File: config.mk
export PLATFORM = sky130hd
export DESIGN_NAME = pcm_serial_out
export DESIGN_NICKNAME = d
export VERILOG_FILES = /design/src/rtl/pcm_out_pkg.sv /design/src/rtl/pcm_gain_scaler.sv /design/src/rtl/pcm_out_ctrl.sv /design/src/rtl/pcm_out_dp.sv /design/src/rtl/pcm_serial_out.sv
export SDC_FILE = /design/constraint.sdc
export NUM_CORES = 1
export LEC_CHECK = 0
export BUFFER_PORTS_ARGS = -buffer_cell sky130_fd_sc_hd__buf_2
export CAP_MARGIN = 5
export CORE_ASPECT_RATIO = 0.5
export CORE_MARGIN = 1
export CORE_UTILIZATION = 60
export CTS_BUF_LIST = sky130_fd_sc_hd__clkbuf_8
export DETAILED_ROUTE_END_ITERATION = 10
export PLACE_DENSITY = 0.76
export SLEW_MARGIN = 20
export SYNTH_ARGS = -nofsm -noshare
export SYNTH_HDL_FRONTEND = slang
export SYNTH_HIERARCHICAL = 1
export SYNTH_SLANG_ARGS = --single-unit
File: constraint.sdc
create_clock -name clk -period 9.4 [get_ports clk]
set_input_delay 0.47 -clock clk [delete_from_list [all_inputs] [get_ports clk]]
set_output_delay 0.47 -clock clk [all_outputs]
set_load 0.02 [all_outputs]
File: src/rtl/pcm_out_pkg.sv
package pcm_out_pkg;
  // Width of the bit index inside a frame (longest frame is 64 bit clocks).
  localparam int POS_W = 6;

  // Strobes and next-bit information from control to datapath.
  typedef struct packed {
    logic             fall;        // bit clock falls this cycle
    logic             frameStart;  // falling edge that starts a new frame
    logic             nextLeft;    // next bit lies in the left slot
    logic [POS_W-1:0] nextPos;     // next bit position inside its slot
    logic             i2sNext;     // framing in effect for the next bit
  } ctrlStrobe_t;
endpackage

File: src/rtl/pcm_gain_scaler.sv
module pcm_gain_scaler #(
  parameter int SAMPLE_W = 16,
  parameter int GAIN_W   = 6
) (
  input  logic [SAMPLE_W-1:0] sampleIn,
  input  logic [GAIN_W-1:0]   gain,
  input  logic                zeroForce,
  output logic [SAMPLE_W-1:0] sampleOut
);
  localparam int PROD_W = SAMPLE_W + GAIN_W + 1;
  localparam logic [GAIN_W-1:0] GAIN_FULL = {GAIN_W{1'b1}};

  logic signed [PROD_W-1:0] prod;
  logic signed [PROD_W-1:0] shifted;

  always_comb begin
    prod    = PROD_W'($signed(sampleIn) * $signed({1'b0, gain}));
    shifted = prod >>> GAIN_W;
    if (zeroForce)
      sampleOut = '0;
    else if (gain == GAIN_FULL)
      sampleOut = sampleIn;
    else
      sampleOut = shifted[SAMPLE_W-1:0];
  end
endmodule

File: src/rtl/pcm_out_ctrl.sv
module pcm_out_ctrl
  import pcm_out_pkg::*;
(
  input  logic        clk,
  input  logic        rstN,
  input  logic        bclkTick,
  input  logic        sampleValid,
  input  logic [1:0]  cfgMode,
  input  logic        cfgLrPol,
  input  logic        cfgI2s,
  output ctrlStrobe_t strb,
  output logic        bclkOut,
  output logic        lrclkOut,
  output logic        sampleReady,
  output logic        sampleReq,
  output logic        underrun,
  output logic        cfgErr
);
  localparam logic [1:0] MODE_RSVD = 2'b11;

  function automatic logic [POS_W-1:0] halfOf(input logic [1:0] m);
    case (m)
      2'b00:   return POS_W'(16);
      2'b01:   return POS_W'(24);
      default: return POS_W'(32);
    endcase
  endfunction

  function automatic logic [POS_W-1:0] lastOf(input logic [1:0] m);
    case (m)
      2'b00:   return POS_W'(31);
      2'b01:   return POS_W'(47);
      default: return POS_W'(63);
    endcase
  endfunction

  logic             bclkQ, lrQ, reqQ, undQ, errQ;
  logic [POS_W-1:0] bitIdx;
  logic [1:0]       modeQ;
  logic             polQ, i2sQ;

  logic             fall, atLast, frameStart;
  logic [1:0]       nextMode;
  logic             nextPol, nextI2s, nextLeft;
  logic [POS_W-1:0] nextIdx, nextHalf, nextPos;

  always_comb begin
    fall       = bclkTick & bclkQ;
    atLast     = (bitIdx == lastOf(modeQ));
    frameStart = fall & atLast;
    nextMode   = frameStart ? cfgMode  : modeQ;
    nextPol    = frameStart ? cfgLrPol : polQ;
    nextI2s    = frameStart ? cfgI2s   : i2sQ;
    nextIdx    = atLast ? '0 : bitIdx + 1'b1;
    nextHalf   = halfOf(nextMode);
    nextLeft   = (nextIdx < nextHalf);
    nextPos    = nextLeft ? nextIdx : nextIdx - nextHalf;
  end

  always_ff @(posedge clk or negedge rstN) begin
    if (!rstN) begin
      bclkQ  <= 1'b0;
      bitIdx <= lastOf(2'b00);
      modeQ  <= 2'b00;
      polQ   <= 1'b0;
      i2sQ   <= 1'b0;
      lrQ    <= 1'b0;
      reqQ   <= 1'b0;
      undQ   <= 1'b0;
      errQ   <= 1'b0;
    end else begin
      if (bclkTick) bclkQ <= ~bclkQ;
      if (fall) begin
        bitIdx <= nextIdx;
        lrQ    <= nextLeft ? nextPol : ~nextPol;
      end
      if (frameStart) begin
        modeQ <= cfgMode;
        polQ  <= cfgLrPol;
        i2sQ  <= cfgI2s;
        errQ  <= (cfgMode == MODE_RSVD);
      end
      reqQ <= fall & ~atLast & (nextIdx == halfOf(modeQ));
      undQ <= frameStart & ~sampleValid;
    end
  end

  assign strb.fall       = fall;
  assign strb.frameStart = frameStart;
  assign strb.nextLeft   = nextLeft;
  assign strb.nextPos    = nextPos;
  assign strb.i2sNext    = nextI2s;

  assign bclkOut     = bclkQ;
  assign lrclkOut    = lrQ;
  assign sampleReady = frameStart;
  assign sampleReq   = reqQ;
  assign underrun    = undQ;
  assign cfgErr      = errQ;


  cfg_hold_chk: assert property (@(posedge clk) disable iff (!rstN)
    !frameStart |=> ($stable(modeQ) && $stable(polQ) && $stable(i2sQ)));

  bclk_idle_chk: assert property (@(posedge clk) disable iff (!rstN)
    !bclkTick |=> $stable(bclkOut));

  bclk_toggle_chk: assert property (@(posedge clk) disable iff (!rstN)
    bclkTick |=> (bclkOut != $past(bclkOut)));

  lr_fall_chk: assert property (@(posedge clk) disable iff (!rstN)
    !fall |=> $stable(lrclkOut));

  idx_range_chk: assert property (@(posedge clk) disable iff (!rstN)
    bitIdx <= lastOf(modeQ));

  ready_edge_chk: assert property (@(posedge clk) disable iff (!rstN)
    sampleReady |-> bclkOut);

  underrun_src_chk: assert property (@(posedge clk) disable iff (!rstN)
    underrun |-> $past(sampleReady && !sampleValid));

  req_slot_chk: assert property (@(posedge clk) disable iff (!rstN)
    sampleReq |-> (lrclkOut != polQ));
endmodule

File: src/rtl/pcm_out_dp.sv
module pcm_out_dp
  import pcm_out_pkg::*;
#(
  parameter int SAMPLE_W = 16,
  parameter int GAIN_W   = 6
) (
  input  logic                clk,
  input  logic                rstN,
  input  ctrlStrobe_t         strb,
  input  logic                sampleValid,
  input  logic [SAMPLE_W-1:0] leftIn,
  input  logic [SAMPLE_W-1:0] rightIn,
  input  logic                errIn,
  input  logic                cfgSoftMute,
  input  logic                cfgMuteOnErr,
  output logic                sdataOut
);
  localparam int NCH   = 2;
  localparam int SEL_W = $clog2(SAMPLE_W);
  localparam logic [GAIN_W-1:0] GAIN_MAX = {GAIN_W{1'b1}};

  logic [NCH-1:0][SAMPLE_W-1:0] inCh, heldCh, srcCh, newCh, wordCh, curCh;
  logic [GAIN_W-1:0]            gainQ, gainNext;
  logic                         take, muteNext, prevBit, sdataQ, normBit;
  logic [SAMPLE_W-1:0]          word;
  logic [SEL_W-1:0]             bitSel;

  assign inCh[0] = leftIn;
  assign inCh[1] = rightIn;

  always_comb begin
    take     = strb.frameStart & sampleValid;
    muteNext = cfgMuteOnErr & errIn;
    if (cfgSoftMute)
      gainNext = (gainQ == '0) ? '0 : gainQ - 1'b1;
    else
      gainNext = (gainQ == GAIN_MAX) ? GAIN_MAX : gainQ + 1'b1;
  end

  for (genvar ch = 0; ch < NCH; ch++) begin : g_chan
    assign srcCh[ch] = take ? inCh[ch] : heldCh[ch];
    assign curCh[ch] = strb.frameStart ? newCh[ch] : wordCh[ch];

    pcm_gain_scaler #(.SAMPLE_W(SAMPLE_W), .GAIN_W(GAIN_W)) u_scale (
      .sampleIn  (srcCh[ch]),
      .gain      (gainNext),
      .zeroForce (muteNext),
      .sampleOut (newCh[ch])
    );
  end

  always_comb begin
    word    = strb.nextLeft ? curCh[0] : curCh[1];
    bitSel  = SEL_W'(SAMPLE_W - 1) - SEL_W'(strb.nextPos);
    normBit = 1'b0;
    if (strb.nextPos < POS_W'(SAMPLE_W)) normBit = word[bitSel];
  end

  always_ff @(posedge clk or negedge rstN) begin
    if (!rstN) begin
      heldCh  <= '0;
      wordCh  <= '0;
      gainQ   <= GAIN_MAX;
      prevBit <= 1'b0;
      sdataQ  <= 1'b0;
    end else begin
      if (strb.frameStart) begin
        gainQ  <= gainNext;
        wordCh <= newCh;
        if (take) heldCh <= inCh;
      end
      if (strb.fall) begin
        prevBit <= normBit;
        sdataQ  <= strb.i2sNext ? prevBit : normBit;
      end
    end
  end

  assign sdataOut = sdataQ;


  gain_step_chk: assert property (@(posedge clk) disable iff (!rstN)
    strb.frameStart |=> ((gainQ == $past(gainQ)) || (gainQ == $past(gainQ) + 1'b1)
                         || (gainQ == $past(gainQ) - 1'b1)));

  gain_hold_chk: assert property (@(posedge clk) disable iff (!rstN)
    !strb.frameStart |=> $stable(gainQ));

  sdata_fall_chk: assert property (@(posedge clk) disable iff (!rstN)
    !strb.fall |=> $stable(sdataOut));

  err_zero_chk: assert property (@(posedge clk) disable iff (!rstN)
    (strb.frameStart && cfgMuteOnErr && errIn) |=> (wordCh == '0));
endmodule

File: src/rtl/pcm_serial_out.sv
module pcm_serial_out
  import pcm_out_pkg::*;
#(
  parameter int SAMPLE_W = 16,
  parameter int GAIN_W   = 6
) (
  input  logic                clk,
  input  logic                rstN,
  input  logic                bclkTick,
  input  logic                sampleValid,
  output logic                sampleReady,
  input  logic [SAMPLE_W-1:0] leftIn,
  input  logic [SAMPLE_W-1:0] rightIn,
  input  logic                errIn,
  input  logic [1:0]          cfgMode,
  input  logic                cfgLrPol,
  input  logic                cfgI2s,
  input  logic                cfgSoftMute,
  input  logic                cfgMuteOnErr,
  output logic                bclkOut,
  output logic                lrclkOut,
  output logic                sdataOut,
  output logic                sampleReq,
  output logic                underrun,
  output logic                cfgErr
);
  ctrlStrobe_t strb;

  pcm_out_ctrl u_ctrl (
    .clk         (clk),
    .rstN        (rstN),
    .bclkTick    (bclkTick),
    .sampleValid (sampleValid),
    .cfgMode     (cfgMode),
    .cfgLrPol    (cfgLrPol),
    .cfgI2s      (cfgI2s),
    .strb        (strb),
    .bclkOut     (bclkOut),
    .lrclkOut    (lrclkOut),
    .sampleReady (sampleReady),
    .sampleReq   (sampleReq),
    .underrun    (underrun),
    .cfgErr      (cfgErr)
  );

  pcm_out_dp #(.SAMPLE_W(SAMPLE_W), .GAIN_W(GAIN_W)) u_dp (
    .clk          (clk),
    .rstN         (rstN),
    .strb         (strb),
    .sampleValid  (sampleValid),
    .leftIn       (leftIn),
    .rightIn      (rightIn),
    .errIn        (errIn),
    .cfgSoftMute  (cfgSoftMute),
    .cfgMuteOnErr (cfgMuteOnErr),
    .sdataOut     (sdataOut)
  );
endmodule

# Yosys cells after proc, flatten, opt, wreduce, memory -nomap -nowiden
# Index checks and enable logic that the tools add are counted.
dict set report word_totals {
  register_bits 87
  output_inout_bits 7
}
dict set report classes {
  addsub 5
  multipliers 2
  magnitude_cmp 3
  n_eq_ne 7
  n_mux 25
  bitwise 11
  n_reduce_logical 4
}
# cell n
set op_table {}
lappend op_table {{$mux 16} 9}
lappend op_table {{$mul 16x7->22} 2}
lappend op_table {{$pmux 6 s2} 3}
lappend op_table {{$mux 6} 5}
lappend op_table {{$add 6x1->6 const B} 2}
lappend op_table {{$eq 6x6->1} 2}
lappend op_table {{$eq 6x6->1 const B} 2}
lappend op_table {{$and 1x1->1} 7}
lappend op_table {{$logic_not 6->1} 1}
lappend op_table {{$lt 6x5->1 const B} 1}
lappend op_table {{$lt 6x6->1} 1}
lappend op_table {{$mux 1} 6}
lappend op_table {{$sub 6x1->6 const B} 1}
lappend op_table {{$sub 6x6->6} 1}
lappend op_table {{$lt 4x5->1 const B} 1}
lappend op_table {{$bmux 1 s4} 1}
lappend op_table {{$eq 2x1->1 const B} 2}
lappend op_table {{$logic_not 2->1} 2}
lappend op_table {{$not 1->1} 4}
lappend op_table {{$sub 4x4->4 const A} 1}
lappend op_table {{$eq 2x2->1 const B} 1}
lappend op_table {{$mux 2} 1}
lappend op_table {{$reduce_and 2->1} 1}

# Depth between registers and ports, before layout
# Gate-level depths: netlist (run 1).
dict set report logic_depth {
  word_depth 15
  mapped_depth 34
}

# By module
# Netlist (run 1), hierarchy kept.
# mod instances cells_per_inst area_per_inst_um2
set modules_own_cells {}
lappend modules_own_cells {pcm_out_dp 1 291 3932.5}
lappend modules_own_cells {{pcm_gain_scaler (u_dp.g_chan[0].u_scale)} 1 446 3714.8}
lappend modules_own_cells {{pcm_gain_scaler (u_dp.g_chan[1].u_scale)} 1 445 3669.8}
lappend modules_own_cells {pcm_out_ctrl 1 105 1058.5}

# Worst setup path after synthesis (run 1)
# Ideal clock, no wire load.
dict set report synth_timing {
  path_type {register -> register}
  startpoint {reg u_ctrl.bitIdx[4]}
  endpoint {reg u_dp.prevBit}
  arrival_time_ns 8.369
  t_required_ns 9.258
  setup_slack_ns 0.890
  path_stages_with_launch 33
  path_buffers 6
  cell_sequence {dfstp_2 -> buf_6 -> nor4b_2 -> nor3_1 -> nor3_1 -> buf_4 -> buf_6 -> buf_6 -> buf_2 -> nand2_1 -> buf_2 -> mux2_2 -> and2_1 -> fa_1 -> inv_1 -> fa_1 -> inv_1 -> fa_1 -> inv_1 -> fa_1 -> inv_1 -> ha_1 -> nand3_1 -> a21oi_1 -> a211o_4 -> a211oi_2 -> nor4_1 -> a311o_1 -> mux4_2 -> mux2_2 -> a221o_1 -> nand4_1 -> o22ai_1}
}
# element line
set synth_rtl {}
lappend synth_rtl {{start, declared} pcm_out_ctrl.sv:38} ;# logic [POS_W-1:0] bitIdx;
lappend synth_rtl {{start signal, assigned} pcm_out_ctrl.sv:63} ;# bitIdx <= lastOf(2'b00);
lappend synth_rtl {{start signal, assigned} pcm_out_ctrl.sv:74} ;# bitIdx <= nextIdx;
lappend synth_rtl {{end signal, assigned} pcm_out_dp.sv:73} ;# prevBit <= normBit;
lappend synth_rtl {{end, declared} pcm_out_dp.sv:24} ;# logic take, muteNext, prevBit, sdataQ, normBit;

==> results of run 1 <==
==> critical path, cell delays in order, from the launching register on <==
cell and delay, ns:
dfstp_2 0.65, nor4bb_4 0.08, nor3_1 0.52, nor3_2 0.12, nand2_2 0.55, buf_4 0.42
mux2_2 0.45, and2_1 0.20, fa_1 0.54, inv_1 0.06, fa_1 0.52, inv_1 0.05
fa_1 0.47, inv_1 0.05, fa_1 0.47, inv_1 0.04, ha_1 0.37, nand3_1 0.12
nor2_1 0.05, a211oi_2 0.40, a21oi_1 0.13, or3_1 0.32, a32o_1 0.27, mux4_1 0.48
a211o_1 0.30, a221o_1 0.26, nand4_1 0.11, o22ai_1 0.08
==> state kept, by name, summed over array words and instances (netlist names) <==
signal,flops
u_ctrl/bclkOut,1
u_ctrl/bitIdx,6
u_ctrl/cfgErr,1
u_ctrl/i2sQ,1
u_ctrl/lrclkOut,1
u_ctrl/modeQ,2
u_ctrl/polQ,1
u_ctrl/sampleReq,1
u_ctrl/underrun,1
u_dp/gainQ,6
u_dp/heldCh,32
u_dp/prevBit,1
u_dp/sdataOut,1
u_dp/wordCh,32
==> final timing paths <==
| check | start | end | slack [ns] | depth (start not counted) |
|---|---|---|---|---|
| setup / recovery | u_ctrl/bitIdx[4] | u_dp/prevBit | 1.17 | 27 |
| setup reg to reg | u_ctrl/bitIdx[4] | u_dp/prevBit | 1.17 | 27 |
| hold / removal | sampleValid | u_ctrl/underrun | 0.26 | 2 |
| max in group asynchronous | rstN | u_ctrl/bitIdx[2] | 7.96 | 4 |
| hold reg to reg | u_ctrl/cfgErr | u_ctrl/cfgErr | 0.48 | 2 |
| min in group asynchronous | rstN | u_dp/heldCh[25] | 0.43 | 2 |
==> layout make-up <==
class | count | share of cell area [%]
Sequential cell | 87 | 16.8
Inverter | 179 | 5.16
Multi-Input combinational cell | 961 | 70.9
Tap cell | 266 | 2.56
Clock buffer | 10 | 1.06
Timing Repair Buffer | 65 | 2.94
Clock inverter | 6 | 0.577
==> synthesized netlist by cell type (all sizes together), types with 23 or more instances <==
cell | number | area (sq um)
clkbuf | 32 | 130
nand4 | 25 | 163
fa | 129 | 2580
o21ai | 33 | 165
inv | 178 | 668
nor2 | 26 | 97.6
nand2 | 101 | 382
dfrtp | 76 | 1900
ha | 89 | 1110
a21oi | 41 | 216
and2 | 161 | 1010
nand3 | 23 | 115
mux2 | 107 | 1210
buf | 27 | 186
==> kinds of logic (layout without fill, tap and decap cells) <==
family	count (synthesis)	after routing	share of synthesized area (%)
xor gates and xnor gates	32	32	2.26
DFF	87	87	17.7
adders and majority gates	218	218	29.9
AOI/OAI and AO/OA	162	162	9.81
buffers and inverters	239	260	8.06
and+or+nand+nor	416	416	18.9
muxes	133	133	13.4
==> per-layer routing <==
layer | GRT usage [%] | share of wire, %
met1 | 39.2 | 47
met2 | 44.6 | 48
met3 | 3.68 | 4.2
met4 | 6.14 | 1.3
met5 | 0 | 0
==> metrics by stage <==
stage	worst slack, ns	util, %	total power, mW	hold WS (ns)	cell area, sq um
detailed placement	1.27	64.4	0.902	0.314	12800
CTS	1.23	65.6	1.19	0.246	13000
finish	1.17	65.7	1.19	0.261	13000
floorplan	0.890	-	0.808	0.174	12400
global route	0.732	65.7	1.26	0.237	13000
global placement	1.49	64.4	0.885	0.313	12800
==> where the power goes <==
part	switching (mW)	internal, mW	leakage (nW)
registers	0.0325	0.411	1.17
logic	0.287	0.173	5.31
clock network	0.152	0.134	0.105
total	0.471	0.718	6.58
==> flow_metrics.env, run 1 <==
export IMPL_ys_types=86
export IMPL_drive_above_1_share_pct=19.4
export IMPL_min_period_ns=8.23
export IMPL_fin_cells=1574
export IMPL_drt_iter0_markers=711
export IMPL_portBuffers=49
export IMPL_avgViaCountPerCell=5.95
export IMPL_hpwl_um=21100
export IMPL_worstMarginPinSlew_ns=0.885
export IMPL_io_pins=50
export IMPL_drcViolationCount=0
export IMPL_setup_violations=0
export IMPL_synthCells=1287
export IMPL_first_pass_iters=5
export IMPL_num_vias=9373
export IMPL_power_per_cell_area_nw_per_um2=91.4
export IMPL_clkTransAtPathRegs_ns=0.09
export IMPL_ys_flop_type="dfrtp_1"
export IMPL_rows=36
export IMPL_path_class="reg2reg"
export IMPL_finClkSkew_ns=0.0166
export IMPL_post_cts_resized=0
export IMPL_arrival_ns=8.48
export IMPL_cts_tree="yes"
export IMPL_synth_nets=1548
export IMPL_startpoint_type="flop"
export IMPL_grt_ovfl_total=0
export IMPL_postCtsSetupRepairBufs=0
export IMPL_finalCritPeriodShare_pct=87.6
export IMPL_slew_limit_headroom_pct=40.5
export IMPL_nFillCells=1609
export IMPL_hold_path_class="in2reg"
export IMPL_dieArea_sq_um=21200
export IMPL_synth_edf_count=0
export IMPL_routed_wl_um=27100
export IMPL_multiInputGateArea_sq_um=9230
export IMPL_synth_area_per_cell_sq_um=9.62
export IMPL_wl_per_cell_um=17.2
export IMPL_seq_area_frac_synth_pct=17.7
export IMPL_nNetsFinal=1564
export IMPL_grt_total_usage_pct=27.5
export IMPL_mostFrequentLayoutCells="inv_1, and2_1, fa_1"
export IMPL_seqCellArea_sq_um=2190
export IMPL_grt_pass1_vias=9566
export IMPL_diodes=0
export IMPL_ant_nets=0
export IMPL_syn_to_final_growth_pct=5.18
export IMPL_antenna_found_initial=0
export IMPL_clkSinkCount=87
export IMPL_path_max_fanout=29
export IMPL_synth_seq_cells=87
export IMPL_fmax_mhz=121
export IMPL_ys_warn_count=6
export IMPL_grt_max_degree=78
export IMPL_grt_pass1_wl_um=46900
export IMPL_core_area_sq_um=19800
export IMPL_syn_cell_area_sq_um=12400
export IMPL_post_place_cells=1556
export IMPL_clk_path_buf_depth=2
export IMPL_final_max_slew_violation_count=0
export IMPL_cts_root_buf="clkbuf_8"
export IMPL_insertion_delay_ns=0.39
export IMPL_holdBufCountCts=1
export IMPL_initial_utilization_pct=62.4
export IMPL_cellLeakagePower_nw=6.58
export IMPL_rsz0062_at_grt="false"
export IMPL_hold_violations=0
export IMPL_status="completed"
export IMPL_async_flop_share_pct=100
export IMPL_worstSetupEndpointType="flop"
export IMPL_peakVddDrop_v=0.0000785
export IMPL_htree_levels=3
export IMPL_cp_data_required_time_ns=9.65
export IMPL_layout_commonest_cell="inv_1"
export IMPL_final_setup_tns_ns=0
export IMPL_maxCapViolations=0
export IMPL_cts_made_buffers=9
export IMPL_dieHeight_um=104
export IMPL_die_w_um=205
export IMPL_gp_congestion=0.916
(Power assumes the default switching activity.)
==> run 2, diff against run 1 <==
Settings changed: ABC_AREA set to 1.
==> run 2 against run 1 <==
Sequential share of layout area is 0.49 points lower; worst setup slack better by 0.59 ns; first-iteration DRC count is 24% higher; final cell count is 31% higher; largest cell class unchanged; area after synthesis is 3.9% higher; critical endpoint is now u_dp/sdataOut; sequential cell count stayed put; combinational power is 8.3% lower; design area is 3.0% higher; clock skew is 0.0072 ns lower.
==> flow_metrics.env, run 2 <==
export IMPL_cellLeakagePower_nw=9.05
export IMPL_mostFrequentLayoutCells="nand2_1, inv_1, fa_1"
export IMPL_worstMarginPinSlew_ns=1.12
export IMPL_grt_max_degree=75
export IMPL_synth_area_per_cell_sq_um=7.23
export IMPL_power_per_cell_area_nw_per_um2=83.8
export IMPL_portBuffers=49
export IMPL_postCtsSetupRepairBufs=0
export IMPL_finalCritPeriodShare_pct=81.4
export IMPL_grt_ovfl_total=0
export IMPL_hold_violations=0
export IMPL_num_vias=10800
export IMPL_nNetsFinal=2052
export IMPL_ys_flop_type="dfrtp_1"
export IMPL_finClkSkew_ns=0.00937
export IMPL_gp_congestion=0.965
export IMPL_power_mw=1.12
export IMPL_cp_data_required_time_ns=9.69
export IMPL_fin_cells=2069
export IMPL_async_flop_share_pct=100
export IMPL_die_w_um=209
export IMPL_maxCapViolations=0
export IMPL_initial_utilization_pct=61.8
export IMPL_path_max_fanout=51
export IMPL_clk_path_buf_depth=2
export IMPL_worstSetupEndpointType="flop"
export IMPL_post_place_cells=2052
export IMPL_htree_levels=3
export IMPL_drcViolationCount=0
export IMPL_antenna_found_initial=0
export IMPL_hpwl_um=22600
export IMPL_hold_path_class="in2reg"
export IMPL_first_pass_iters=5
export IMPL_max_stage_delay_ns=0.63
export IMPL_setup_violations=0
export IMPL_dieArea_sq_um=22000
export IMPL_synth_nets=2039
export IMPL_rsz0062_at_grt="false"
export IMPL_cts_made_buffers=9
export IMPL_synthCells=1778
export IMPL_cp_common_cell="nand2_1"
export IMPL_syn_to_final_growth_pct=4.32
export IMPL_netlist_top_cells_count="nand2_1, inv_1, fa_1"
export IMPL_fmax_mhz=131
export IMPL_synth_most_common_cell="nand2_1"
export IMPL_cts_tree="yes"
export IMPL_grt_total_usage_pct=28.8
export IMPL_clkSinkCount=87
export IMPL_nFillCells=1844
export IMPL_worst_path_max_delay_cell="nand2_2"
export IMPL_grt_pass1_wl_um=51200
export IMPL_synth_edf_count=0
export IMPL_io_pins=50
export IMPL_rrSetupSlack_ns=1.75
export IMPL_synth_seq_cells=87
export IMPL_startpoint_type="flop"
export IMPL_cts_root_buf="clkbuf_8"
export IMPL_layout_commonest_cell="nand2_1"
export IMPL_status="completed"
export IMPL_insertion_delay_ns=0.38
export IMPL_rows=37
export IMPL_ys_types=48
export IMPL_final_setup_tns_ns=0
export IMPL_drive_above_1_share_pct=10.6
export IMPL_core_area_sq_um=20800
export IMPL_grt_pass1_vias=10800
export IMPL_synth_top_area_share_pct=20.1
export IMPL_holdBufCountCts=1
export IMPL_diodes=0
export IMPL_syn_cell_area_sq_um=12900
export IMPL_drt_iter0_markers=884
export IMPL_reg_largest_list="u_dp/heldCh x32, u_dp/wordCh x32"
export IMPL_clkTransAtPathRegs_ns=0.10
export IMPL_dieHeight_um=105
export IMPL_routed_wl_um=28800
export IMPL_synth_area_leader_cell="fa_1"
export IMPL_seq_area_frac_synth_pct=17.0
export IMPL_avgViaCountPerCell=5.22
export IMPL_peakVddDrop_v=0.0000864
export IMPL_wl_per_cell_um=13.9
export IMPL_synthTopCellsByArea="fa_1, dfrtp_1, nand2_1"
export IMPL_post_cts_resized=0
export IMPL_ant_nets=0
export IMPL_min_period_ns=7.65
export IMPL_arrival_ns=7.94
export IMPL_path_class="reg2reg"
export IMPL_final_max_slew_violation_count=0
export IMPL_ys_warn_count=6
export IMPL_slew_limit_headroom_pct=25.6
run 2: cell count changes in the layout (fill, tap and decap cells not counted), sizes merged, moves of 13 or more:
cell,previous run,this run
nand2,101,512
inv,180,441
and2,161,5
nand3,23,125
mux2,107,64
nor2,26,68
o21ai,33,66
o21bai,3,18
mux4,14,0
nor3,20,6
nand4,25,12
run 2: per-layer routing:
layer / wire (um) / vias up / GRT usage, %
li1: - / 5358 / -
met1: 13600 / 5077 / 39.0
met2: 13100 / 318 / 48.8
met3: 1580 / 37 / 3.52
met4: 558 / 0 / 7.93
met5: 0 / - / 0
run 2: path summary, 6_finish.rpt:
path                            cells after the start            start              end
worst max-delay path                               34   u_ctrl/bclkOut    u_dp/sdataOut
worst min-delay path                                2      sampleValid  u_ctrl/underrun
worst max register to register                     34   u_ctrl/bclkOut    u_dp/sdataOut
worst min register to register                      2  u_dp/wordCh[26]  u_dp/wordCh[26]
max in group asynchronous                           3             rstN  u_ctrl/modeQ[1]
min in group asynchronous                           2             rstN  u_dp/heldCh[19]
run 2: cells by family after synthesis:
| group | after synthesis | share of synthesized area, % |
|---|---|---|
| AND/OR/NAND/NOR | 734 | 24.3 |
| buffers and inverters | 499 | 15.6 |
| adder cells (fa/ha/maj) | 218 | 28.8 |
| flip-flops | 87 | 17.0 |
| multiplexers | 64 | 5.61 |
| XOR/XNOR | 30 | 2.10 |
| AO/OA/AOI/OAI | 146 | 6.56 |
run 2: critical path, delay by kind of cell (launching register included):
family	cells	cell delay, ns
muxes	1	0.48
AOI/OAI and AO/OA	3	0.92
buffers and inverters	7	1.25
DFF	1	0.41
and+or+nand+nor	18	2.17
adders and majority gates	5	2.29
run 2: cell type report:
class / instances / area (sq um) / area share [%]
multi-input combinational: 1192 / 8680 / 64.7
sequential: 87 / 2190 / 16.3
inverter: 441 / 1660 / 12.4
tap: 273 / 342 / 2.55
timing repair buffer: 60 / 333 / 2.48
clock buffer: 10 / 138 / 1.03
clock inverter: 6 / 67.6 / 0.504
run 2: power by group:
group / internal [mW] / switching, mW
registers: 0.401 / 0.0179
logic: 0.142 / 0.280
clock network: 0.131 / 0.152
run 2: metrics by stage:
stage | worst slack (ns) | cell area (sq um) | hold slack [ns] | utilization [%]
final | 1.75 | 13400 | 0.290 | 64.5
after global routing | 1.03 | 13400 | 0.266 | 64.5
after CTS | 1.79 | 13400 | 0.266 | 64.5
after detailed placement | 1.63 | 13200 | 0.328 | 63.5
after global placement | 1.72 | 13200 | 0.326 | 63.5
after floorplan | 2.81 | 12900 | 0.174 | -
==> run 3, diff against run 2 <==
Settings changed: ABC_AREA 1 to 0.
Clock period 9.4 ns to 7.92 ns, I/O delays scaled along.
==> run 3 against run 2 <==
Worst hold slack got worse by 0.10 ns; clock skew rose by 0.0051 ns; utilization rose by 1.7 points; via count fell by 14%; count of clock-buffer cells in the layout fell by 1; sequential cell count did not move; register-to-register slack got worse by 1.3 ns; final cell count fell by 24%; critical path depth fell by 10; clock power rose by 22%; critical endpoint is now u_dp/prevBit; first-iteration DRC count fell by 14%.
==> flow_metrics.env, run 3 (same netlist as run 1, synthesis figures left out) <==
export IMPL_io_pins=50
export IMPL_final_max_slew_violation_count=0
export IMPL_fin_cells=1581
export IMPL_grt_ovfl_total=0
export IMPL_hold_violations=0
export IMPL_dieHeight_um=104
export IMPL_drive_above_1_share_pct=20.2
export IMPL_nNetsFinal=1571
export IMPL_peakVddDrop_v=0.0000825
export IMPL_fmax_mhz=133
export IMPL_setup_violations=0
export IMPL_gp_congestion=0.928
export IMPL_final_setup_tns_ns=0
export IMPL_worstMarginPinSlew_ns=1.01
export IMPL_clk_path_buf_depth=2
export IMPL_portBuffers=49
export IMPL_final_setup_worst_slack_ns=0.406
export IMPL_maxCapViolations=0
export IMPL_initial_utilization_pct=62.4
export IMPL_cp_startpoint="u_ctrl/modeQ[1]"
export IMPL_layout_commonest_cell="inv_1"
export IMPL_min_from="bclkTick"
export IMPL_grt_total_usage_pct=27.7
export IMPL_hold_ws_ns=0.185
export IMPL_rsz0062_at_grt="false"
export IMPL_placed_area_sq_um=12900
export IMPL_worst_path_max_delay_cell="fa_1"
export IMPL_status="completed"
export IMPL_htree_levels=3
export IMPL_hpwl_um=21300
export IMPL_grt_max_degree=78
export IMPL_clkTransAtPathRegs_ns=0.10
export IMPL_rr_startpoint="u_ctrl/modeQ[1]"
export IMPL_cts_root_buf="clkbuf_8"
export IMPL_fin_area_sq_um=13100
export IMPL_grt_pass1_vias=9576
export IMPL_reg_largest_list="u_dp/heldCh x32, u_dp/wordCh x32"
export IMPL_cp_data_required_time_ns=8.19
export IMPL_cts_made_buffers=9
export IMPL_insertion_delay_ns=0.41
export IMPL_wl_per_cell_um=17.2
export IMPL_cp_cell_sequence="nor4bb_4 -> nor3_4 -> nor3_4 -> nand2_4 -> buf_4 -> mux2_2 -> and2_1 -> fa_1 -> fa_1 -> fa_1 -> inv_1 -> fa_1 -> inv_1 -> ha_1 -> nand2_1 -> o21ai_0 -> a41oi_2 -> nor4bb_1 -> a311o_1 -> mux4_2 -> mux2i_1 -> a21oi_1 -> a2111oi_2 -> o22ai_1"
export IMPL_worstSetupEndpointType="flop"
export IMPL_ant_nets=0
export IMPL_path_max_fanout=16
export IMPL_rows=36
export IMPL_arrival_ns=7.78
export IMPL_min_period_ns=7.51
export IMPL_hold_path_class="in2reg"
export IMPL_drcViolationCount=0
export IMPL_num_vias=9289
export IMPL_path_class="reg2reg"
export IMPL_drt_iter0_markers=756
export IMPL_post_place_cells=1561
export IMPL_mostFrequentLayoutCells="inv_1, and2_1, fa_1"
export IMPL_nFillCells=1604
export IMPL_dp_slack_ns=0.248
export IMPL_core_area_sq_um=19800
export IMPL_die_w_um=205
export IMPL_cellLeakagePower_nw=6.66
export IMPL_cts_tree="yes"
export IMPL_startpoint_type="flop"
export IMPL_clkSinkCount=87
export IMPL_slew_limit_headroom_pct=32.4
export IMPL_dieArea_sq_um=21200
export IMPL_routed_wl_um=27300
export IMPL_syn_to_final_growth_pct=6.06
export IMPL_first_pass_iters=5
export IMPL_avgViaCountPerCell=5.88
export IMPL_finalCritPeriodShare_pct=94.9
export IMPL_power_per_cell_area_nw_per_um2=109
export IMPL_diodes=0
export IMPL_antenna_found_initial=0
export IMPL_grt_pass1_wl_um=46400
export IMPL_max_stage_delay_ns=0.55
export IMPL_cp_common_cell="fa_1"
export IMPL_finClkSkew_ns=0.0144
## run 3: power by group
| group | total (mW) | leakage [nW] | internal [mW] | switching, mW |
|---|---|---|---|---|
| clock | 0.344 | 0.102 | 0.150 | 0.194 |
| sequential | 0.530 | 1.17 | 0.488 | 0.0419 |
| combinational | 0.553 | 5.39 | 0.214 | 0.339 |
## run 3: area by class of cell
| cell class | count | area, sq um | share of cell area, % |
|---|---|---|---|
| clock inverter | 7 | 80.1 | 0.610 |
| clock buffer | 9 | 124 | 0.944 |
| inverter | 179 | 672 | 5.12 |
| multi-input combinational | 961 | 9290 | 70.8 |
| sequential | 87 | 2190 | 16.7 |
| timing repair buffer | 72 | 439 | 3.35 |
| tap | 266 | 333 | 2.54 |
## run 3: layer usage
metal,track usage (%),wire length (um),vias up
met2,46.0,13100,221
li1,-,-,4389
met1,37.7,12500,4649
met4,5.93,321,0
met5,0,0,-
met3,5.25,1410,30
## run 3: worst max-delay path, delay by kind of cell (launching register included)
family | cells | cell delay (ns)
compound gates | 6 | 1.51
fa+ha+maj | 5 | 2.52
buf+inv | 3 | 0.36
flops | 1 | 0.50
mux | 3 | 0.98
simple gates | 7 | 1.49
## run 3: final timing paths
kind                       cells past startpoint             end  slack [ns]
max                                           24    u_dp/prevBit        0.41
min                                            2  u_ctrl/bclkOut        0.19
max reg2reg                                   24    u_dp/prevBit        0.41
min reg2reg                                    1  u_ctrl/bclkOut        0.50
max in group asynchronous                      3  u_dp/wordCh[1]        6.61
min in group asynchronous                      2  u_dp/heldCh[7]        0.36
## run 3: through the flow
stage / utilization [%] / power (mW)
after global placement: 64.9 / 1.06
after CTS: 65.9 / 1.43
after floorplan: - / 0.969
after detailed placement: 64.9 / 1.08
final: 66.2 / 1.43
after global routing: 66.2 / 1.52
## run 3: repair_timing
| item | CTS | global route |
|---|---|---|
| resized for setup | 0 | 5 |
| hold buffers | 1 | 0 |
| buffers inserted | 0 | 3 |
| setup endpoints to repair | 0 | 2 |
| hold endpoints to repair | 10 | 0 |
